--- config.mk ---
export PLATFORM = sky130hd
export DESIGN_NAME = lockgpio_bank
export DESIGN_NICKNAME = d
export VERILOG_FILES = /design/src/rtl/gkb_pkg.sv /design/src/rtl/gkb_keylock.sv /design/src/rtl/gkb_pinregs.sv /design/src/rtl/gkb_pad_drive.sv /design/src/rtl/gkb_sync.sv /design/src/rtl/lockgpio_bank.sv
export SDC_FILE = /design/constraint.sdc
export NUM_CORES = 1
export LEC_CHECK = 0
export ABC_AREA = 1
export BUFFER_PORTS_ARGS = -buffer_cell sky130_fd_sc_hd__buf_2
export CAP_MARGIN = 0
export CORE_ASPECT_RATIO = 1.1
export CORE_MARGIN = 3
export CORE_UTILIZATION = 49
export CTS_CLUSTER_SIZE = 30
export DETAILED_ROUTE_END_ITERATION = 7
export PLACE_DENSITY = 0.87
export REMOVE_ABC_BUFFERS = 1
export SYNTH_ARGS = -nofsm -noshare
export SYNTH_HDL_FRONTEND = slang
export SYNTH_SLANG_ARGS = --single-unit
export TNS_END_PERCENT = 50
--- constraint.sdc ---
create_clock -name clk -period 1.3 [get_ports clk]
set_input_delay 0.065 -clock clk [delete_from_list [all_inputs] [get_ports clk]]
set_output_delay 0.065 -clock clk [all_outputs]
set_load 0.02 [all_outputs]
--- src/rtl/gkb_pkg.sv ---
package gkb_pkg;
  localparam int unsigned BUS_W = 32;
  localparam logic [BUS_W-1:0] LOCK_KEY = 32'h0000_D42F;

  localparam logic [7:0] OFS_LOCK   = 8'h00;
  localparam logic [7:0] OFS_DIN    = 8'h04;
  localparam logic [7:0] OFS_MODE1  = 8'h08;
  localparam logic [7:0] OFS_MODE0  = 8'h0C;
  localparam logic [7:0] OFS_DSET   = 8'h14;
  localparam logic [7:0] OFS_DCLR   = 8'h18;
  localparam logic [7:0] OFS_M1CLR  = 8'h50;
  localparam logic [7:0] OFS_M0SET  = 8'h54;
  localparam logic [7:0] OFS_M0CLR  = 8'h58;

  typedef enum logic [1:0] {
    DRV_FLOAT  = 2'b00,
    DRV_PUSH   = 2'b01,
    DRV_LOWONL = 2'b10,
    DRV_HIONL  = 2'b11
  } drv_mode_e;

  // returns {oe, out}
  function automatic logic [1:0] pad_decode(input drv_mode_e m, input logic d);
    logic [1:0] r;
    case (m)
      DRV_PUSH:   r = {1'b1, d};
      DRV_LOWONL: r = d ? 2'b00 : 2'b10;
      DRV_HIONL:  r = d ? 2'b11 : 2'b00;
      default:    r = 2'b00;
    endcase
    return r;
  endfunction
endpackage

--- src/rtl/gkb_keylock.sv ---
module gkb_keylock
  import gkb_pkg::*;
(
  input  logic             clk,
  input  logic             rst,
  input  logic             lk_we,
  input  logic [BUS_W-1:0] lk_wdata,
  output logic             lock_on
);
  always_ff @(posedge clk) begin
    if (rst) begin
      lock_on <= 1'b0;
    end else if (lk_we) begin
      if (lk_wdata == LOCK_KEY)      lock_on <= 1'b1;
      else if (lk_wdata == '0)       lock_on <= 1'b0;
    end
  end

  a_r3_key_arms: assert property (@(posedge clk) disable iff (rst)
    (lk_we && lk_wdata == LOCK_KEY) |=> lock_on);

  a_r4_zero_releases: assert property (@(posedge clk) disable iff (rst)
    (lk_we && lk_wdata == '0) |=> !lock_on);

  a_r4_other_holds: assert property (@(posedge clk) disable iff (rst)
    (!(lk_we && (lk_wdata == LOCK_KEY || lk_wdata == '0))) |=> $stable(lock_on));
endmodule

--- src/rtl/gkb_pinregs.sv ---
module gkb_pinregs
  import gkb_pkg::*;
#(
  parameter int unsigned N_PINS = 6,
  parameter int unsigned ADDR_W = 8
) (
  input  logic              clk,
  input  logic              rst,
  input  logic              we,
  input  logic [ADDR_W-1:0] addr,
  input  logic [N_PINS-1:0] wbits,
  input  logic              lock_on,
  output logic [N_PINS-1:0] dout_q,
  output logic [N_PINS-1:0] mode0_q,
  output logic [N_PINS-1:0] mode1_q
);
  logic [7:0] ofs;
  assign ofs = 8'(addr);

  always_ff @(posedge clk) begin
    if (rst) begin
      dout_q  <= '0;
      mode0_q <= '0;
      mode1_q <= '0;
    end else if (we) begin
      case (ofs)
        OFS_DSET:  dout_q  <= dout_q | wbits;
        OFS_DCLR:  dout_q  <= dout_q & ~wbits;
        OFS_MODE1: if (lock_on) mode1_q <= wbits;
        OFS_M1CLR: if (lock_on) mode1_q <= mode1_q & ~wbits;
        OFS_MODE0: if (lock_on) mode0_q <= wbits;
        OFS_M0SET: if (lock_on) mode0_q <= mode0_q | wbits;
        OFS_M0CLR: if (lock_on) mode0_q <= mode0_q & ~wbits;
        default: ;
      endcase
    end
  end

  a_r5_mode_gated: assert property (@(posedge clk) disable iff (rst)
    !lock_on |=> ($stable(mode0_q) && $stable(mode1_q)));

  a_r6_set_only_ones: assert property (@(posedge clk) disable iff (rst)
    (we && ofs == OFS_DSET) |=> ((dout_q & $past(wbits)) == $past(wbits)) &&
                                ((dout_q & ~$past(wbits)) == ($past(dout_q) & ~$past(wbits))));

  a_r6_clr_only_ones: assert property (@(posedge clk) disable iff (rst)
    (we && ofs == OFS_DCLR) |=> ((dout_q & $past(wbits)) == '0) &&
                                ((dout_q & ~$past(wbits)) == ($past(dout_q) & ~$past(wbits))));
endmodule

--- src/rtl/gkb_pad_drive.sv ---
module gkb_pad_drive
  import gkb_pkg::*;
#(
  parameter int unsigned N_PINS = 6
) (
  input  logic              clk,
  input  logic              rst,
  input  logic [N_PINS-1:0] dout_q,
  input  logic [N_PINS-1:0] mode0_q,
  input  logic [N_PINS-1:0] mode1_q,
  output logic [N_PINS-1:0] pad_oe,
  output logic [N_PINS-1:0] pad_out
);
  logic [N_PINS-1:0] oe_d, out_d;

  for (genvar i = 0; i < N_PINS; i++) begin : g_pin
    logic [1:0] dec;
    assign dec      = pad_decode(drv_mode_e'({mode1_q[i], mode0_q[i]}), dout_q[i]);
    assign oe_d[i]  = dec[1];
    assign out_d[i] = dec[0];

    a_r2_input_floats: assert property (@(posedge clk) disable iff (rst)
      ({mode1_q[i], mode0_q[i]} == 2'b00) |=> !pad_oe[i] && !pad_out[i]);

    a_r2_lowonly_never_high: assert property (@(posedge clk) disable iff (rst)
      ({mode1_q[i], mode0_q[i]} == 2'b10) |=> !pad_out[i] && (pad_oe[i] == !$past(dout_q[i])));
  end

  always_ff @(posedge clk) begin
    if (rst) begin
      pad_oe  <= '0;
      pad_out <= '0;
    end else begin
      pad_oe  <= oe_d;
      pad_out <= out_d;
    end
  end
endmodule

--- src/rtl/gkb_sync.sv ---
module gkb_sync #(
  parameter int unsigned WIDTH  = 6,
  parameter int unsigned STAGES = 2
) (
  input  logic             clk,
  input  logic             rst,
  input  logic [WIDTH-1:0] d_async,
  output logic [WIDTH-1:0] d_sync
);
  logic [WIDTH-1:0] chain [STAGES];

  always_ff @(posedge clk) begin
    if (rst) begin
      for (int s = 0; s < STAGES; s++) chain[s] <= '0;
    end else begin
      chain[0] <= d_async;
      for (int s = 1; s < STAGES; s++) chain[s] <= chain[s-1];
    end
  end

  assign d_sync = chain[STAGES-1];
endmodule

--- src/rtl/lockgpio_bank.sv ---
module lockgpio_bank
  import gkb_pkg::*;
#(
  parameter int unsigned N_PINS = 6,
  parameter int unsigned ADDR_W = 8
) (
  input  logic              clk,
  input  logic              rst,
  input  logic [ADDR_W-1:0] bus_addr,
  input  logic              bus_we,
  input  logic [BUS_W-1:0]  bus_wdata,
  input  logic              bus_re,
  output logic [BUS_W-1:0]  bus_rdata,
  input  logic [N_PINS-1:0] pad_in,
  output logic [N_PINS-1:0] pad_oe,
  output logic [N_PINS-1:0] pad_out
);
  localparam int unsigned SYNC_STAGES = 2;

  logic              lock_on;
  logic [N_PINS-1:0] dout_q, mode0_q, mode1_q, din_s;
  logic [7:0]        ofs;

  assign ofs = 8'(bus_addr);

  gkb_keylock u_lock (
    .clk      (clk),
    .rst      (rst),
    .lk_we    (bus_we && ofs == OFS_LOCK),
    .lk_wdata (bus_wdata),
    .lock_on  (lock_on)
  );

  gkb_pinregs #(.N_PINS(N_PINS), .ADDR_W(ADDR_W)) u_regs (
    .clk     (clk),
    .rst     (rst),
    .we      (bus_we),
    .addr    (bus_addr),
    .wbits   (bus_wdata[N_PINS-1:0]),
    .lock_on (lock_on),
    .dout_q  (dout_q),
    .mode0_q (mode0_q),
    .mode1_q (mode1_q)
  );

  gkb_pad_drive #(.N_PINS(N_PINS)) u_drive (
    .clk     (clk),
    .rst     (rst),
    .dout_q  (dout_q),
    .mode0_q (mode0_q),
    .mode1_q (mode1_q),
    .pad_oe  (pad_oe),
    .pad_out (pad_out)
  );

  gkb_sync #(.WIDTH(N_PINS), .STAGES(SYNC_STAGES)) u_sync (
    .clk     (clk),
    .rst     (rst),
    .d_async (pad_in),
    .d_sync  (din_s)
  );

  logic [BUS_W-1:0] rd_mux;
  always_comb begin
    case (ofs)
      OFS_LOCK:                       rd_mux = {lock_on, {(BUS_W-1){1'b0}}};
      OFS_DIN:                        rd_mux = BUS_W'(din_s);
      OFS_MODE1, OFS_M1CLR:           rd_mux = BUS_W'(mode1_q);
      OFS_MODE0, OFS_M0SET, OFS_M0CLR: rd_mux = BUS_W'(mode0_q);
      OFS_DSET, OFS_DCLR:             rd_mux = BUS_W'(dout_q);
      default:                        rd_mux = '0;
    endcase
  end

  always_ff @(posedge clk) begin
    if (rst)         bus_rdata <= '0;
    else if (bus_re) bus_rdata <= rd_mux;
  end

  a_r9_unmapped_zero: assert property (@(posedge clk) disable iff (rst)
    (bus_re && ofs == 8'h20) |=> bus_rdata == '0);

  a_r3_lock_low_bits_zero: assert property (@(posedge clk) disable iff (rst)
    (bus_re && ofs == OFS_LOCK) |=> bus_rdata[BUS_W-2:0] == '0);
endmodule

==> impl_metrics.csv <==
group,metric,value,unit
synth,syn_area,2570,sq um
sta,finalSetupViolations,0,
final_layout,n_antenna_cell,0,
floorplanning,dieArea,6150,sq um
drt,drc,0,
clocking,htreeDepth,2,
placement,post-place-cells,487,
sta,finClkSkew,0.0101,ns
global_route,grt_pass1_wl,9.60,mm
clocking,cts_buffer_depth,2,
synth,yosys.area_share.simple,0.309,
synth,synth-seq-area-share,0.390,
worst_hold_path,min_to,"u_lock.lock_on$_SDFFE_PP0P_",
status,status,"finished clean",
worst_hold_path,min_path_cells,4,
job,drv_cap,0,
final_layout,area_growth,18.4,%
placement,gp_congestion,0.953,
final_layout,drive_gt1_frac,0.241,
worst_setup_path,cp_max_fo,8,
pwr,ir_drop,0.519,mV
sta,setup_ws,0.111,ns
sta,final.min_clock_period,1.19,ns
synth,netlist_top_cells_area,"dfxtp_1 (39%), nand2_1 (8.6%), buf_4 (7.3%), a21oi_1 (6.2%), inv_1 (6.1%)",
drt,drtAntennaViolNets,0,
placement,dp_slack,-0.0464,ns
pwr,p_leak,1.40,nW
worst_setup_path,crit_type,"register to register",
worst_setup_path,end_kind,"register",
synth,yosys.area.top_type_share,0.390,
clocking,cts_tree,"yes",
drt,initialDrtViolationCount,306,
sta,fmax,841,MHz
worst_setup_path,timing.rr.start,"u_lock.lock_on$_SDFFE_PP0P_",
worst_setup_path,rr_worst_depth,5,
clocking,clock-sinks,50,
floorplanning,start_util,0.510,
synth,synth-compound-area-share,0.134,
clocking,worstSkewPairLatency,0.30,ns
synth,synth_xor_area_frac,0,
final_layout,design_area,3040,sq um
placement,dpl.hpwl,4.46,mm
pwr,power_density,970,nW/um^2
sta,rsz0062_at_grt,"no",
synth,muxShareOfSynthArea,0,
synth,yosys.area.top_type,"dfxtp_1",
final_layout,fillers,467,
floorplanning,die_y,81.9,microns
floorplanning,io_pins,94,
drt,routed_wirelength,6.03,mm
drt,via_count,2543,
clocking,root_buffer,"clkbuf_8",
clocking,cts_hold_buf,7,
global_route,grt_pass1_vias,2235,
synth,synth.avg_cell_area,7.02,sq um
worst_setup_path,arrival,1.38,ns
global_route,overflow,0,
drt,vias_per_cell,5.07,
clocking,cts-resized-gates,0,
global_route,grt_max_degree,23,
worst_setup_path,critPathLaunchType,"register",
global_route,antenna_found_initial,0,
worst_setup_path,required,1.49,ns
worst_setup_path,r2r-end,"u_regs.mode0_q[4]$_SDFFE_PP0P_",
placement,placed_area,2870,sq um
floorplanning,die_w,75.0,microns
final_layout,register_area,1000,sq um
synth,synth_top_family_by_area,"simple AND/OR/NAND/NOR gates",
clocking,cts_made_buffers,5,
global_route,grt_usage,0.201,
clocking,path_clk_slew,0.09,ns
final_layout,finalNonFillerCells,502,
sta,min_period_over_period,0.914,
floorplanning,fp-row-count,27,
synth,synthAdderAreaFrac,0,
synth,yosysWarnings,0,
placement,portBuffers,68,
synth,yosysUniqueCellTypes,25,
final_layout,multiInputGateArea,1230,sq um
synth,ys_seq_elements,50,
pwr,finalPower,2.95,mW
floorplanning,core,5030,sq um
worst_setup_path,r2r_slack,0.11,ns
drt,first_pass_iters,5,
worst_hold_path,min_from,"bus_wdata[11]",
drt,avgRoutedWirePerCell,12.0,microns
sta,slew_viol_final,0,
sta,finalSetupTns,0,ns
synth,synth_cells,366,
sta,hold_viol,0,
final_layout,fin_nets,493,
worst_hold_path,min_path_type,"input port to register",
clocking,cts_setup_buffers,0,
==> stage by stage <==
stage,hold slack (ns),util
2_1_floorplan,0.134,-
3_3_place_gp,0.269,0.569
3_5_place_dp,0.270,0.569
4_1_cts,0.0634,0.604
5_1_grt,0.0609,0.604
6_report,0.0705,0.604
==> cells in the mapped netlist <==
| cell type | instances |
|---|---|
| nand2_1 | 59 |
| dfxtp_1 | 50 |
| inv_1 | 42 |
| nor2_1 | 42 |
| a21oi_1 | 32 |
| nand3_1 | 29 |
| buf_4 | 25 |
| o21ai_0 | 13 |
| o21ai_1 | 11 |
| nand4_1 | 10 |
| nor3_1 | 9 |
| inv_2 | 7 |
| nand2_2 | 6 |
| clkbuf_1 | 5 |
| a21oi_2 | 4 |
| nand2_4 | 4 |
| o21bai_1 | 4 |
| nor2_2 | 3 |
| nor2_4 | 3 |
| buf_6 | 2 |
| nand3_2 | 2 |
| clkinv_1 | 1 |
| clkinv_4 | 1 |
| conb_1 | 1 |
| nor4_1 | 1 |
==> power breakdown <==
part / leakage [nW] / internal [mW] / total (mW) / switching (mW)
clock network: 0.0524 / 0.576 / 1.07 / 0.497
registers: 0.405 / 1.55 / 1.55 / 0.00506
logic: 0.945 / 0.110 / 0.325 / 0.215
total: 1.40 / 2.23 / 2.95 / 0.717
==> cells by family after synthesis <==
kind of cell    Yosys count
compound gates           64
buf+inv                  83
flops                    50
other cells               1
simple gates            168
==> worst max-delay path, cell delays in order, from the launching register on <==
cell and delay, ns:
dfxtp_1 0.37, nand2_1 0.06, inv_1 0.25, nand2_2 0.17, o21ai_1 0.15, a21oi_1 0.08
==> final cells by class <==
class	count	area share
clock buffers	7	0.0251
repair buffers	78	0.142
clock inverters	1	0.00987
well taps	58	0.0239
multi-input cells	257	0.405
inverters	51	0.0646
flip-flops and latches	50	0.329
==> how the worst max path moves through the flow <==
| stage | start | endpoint | depth (start not counted) |
|---|---|---|---|
| 2_1_floorplan | bus_addr[7] | u_regs.mode0_q[0]$_SDFFE_PP0P_ | 8 |
| 3_3_place_gp | bus_addr[1] | u_regs.mode0_q[3]$_SDFFE_PP0P_ | 9 |
| 3_5_place_dp | bus_addr[1] | u_regs.mode0_q[5]$_SDFFE_PP0P_ | 9 |
| 4_1_cts | u_lock.lock_on$_SDFFE_PP0P_ | u_regs.mode0_q[0]$_SDFFE_PP0P_ | 5 |
| 5_1_grt | u_lock.lock_on$_SDFFE_PP0P_ | u_regs.mode1_q[1]$_SDFFE_PP0P_ | 6 |
| 6_report | u_lock.lock_on$_SDFFE_PP0P_ | u_regs.mode0_q[4]$_SDFFE_PP0P_ | 5 |
==> layer usage <==
layer | vias to the layer above | part of all wire | global-route usage
met4 | 0 | 0.021 | 0.0765
met3 | 16 | 0.10 | 0.0392
met1 | 1079 | 0.40 | 0.245
li1 | 1283 | - | -
met2 | 165 | 0.48 | 0.346
met5 | - | 0 | 0
==> cells in the final DEF (no fill, tap or decap), drive strengths merged <==
master / count
a21oi: 36
buf: 71
bufinv: 1
clkbuf: 7
clkinv: 2
conb: 25
dfxtp: 50
dlygate4sd3: 7
inv: 49
nand2: 69
nand3: 31
nand4: 10
nor2: 48
nor3: 9
nor4: 1
o21ai: 24
o21bai: 4
(Power assumes the default switching activity.)
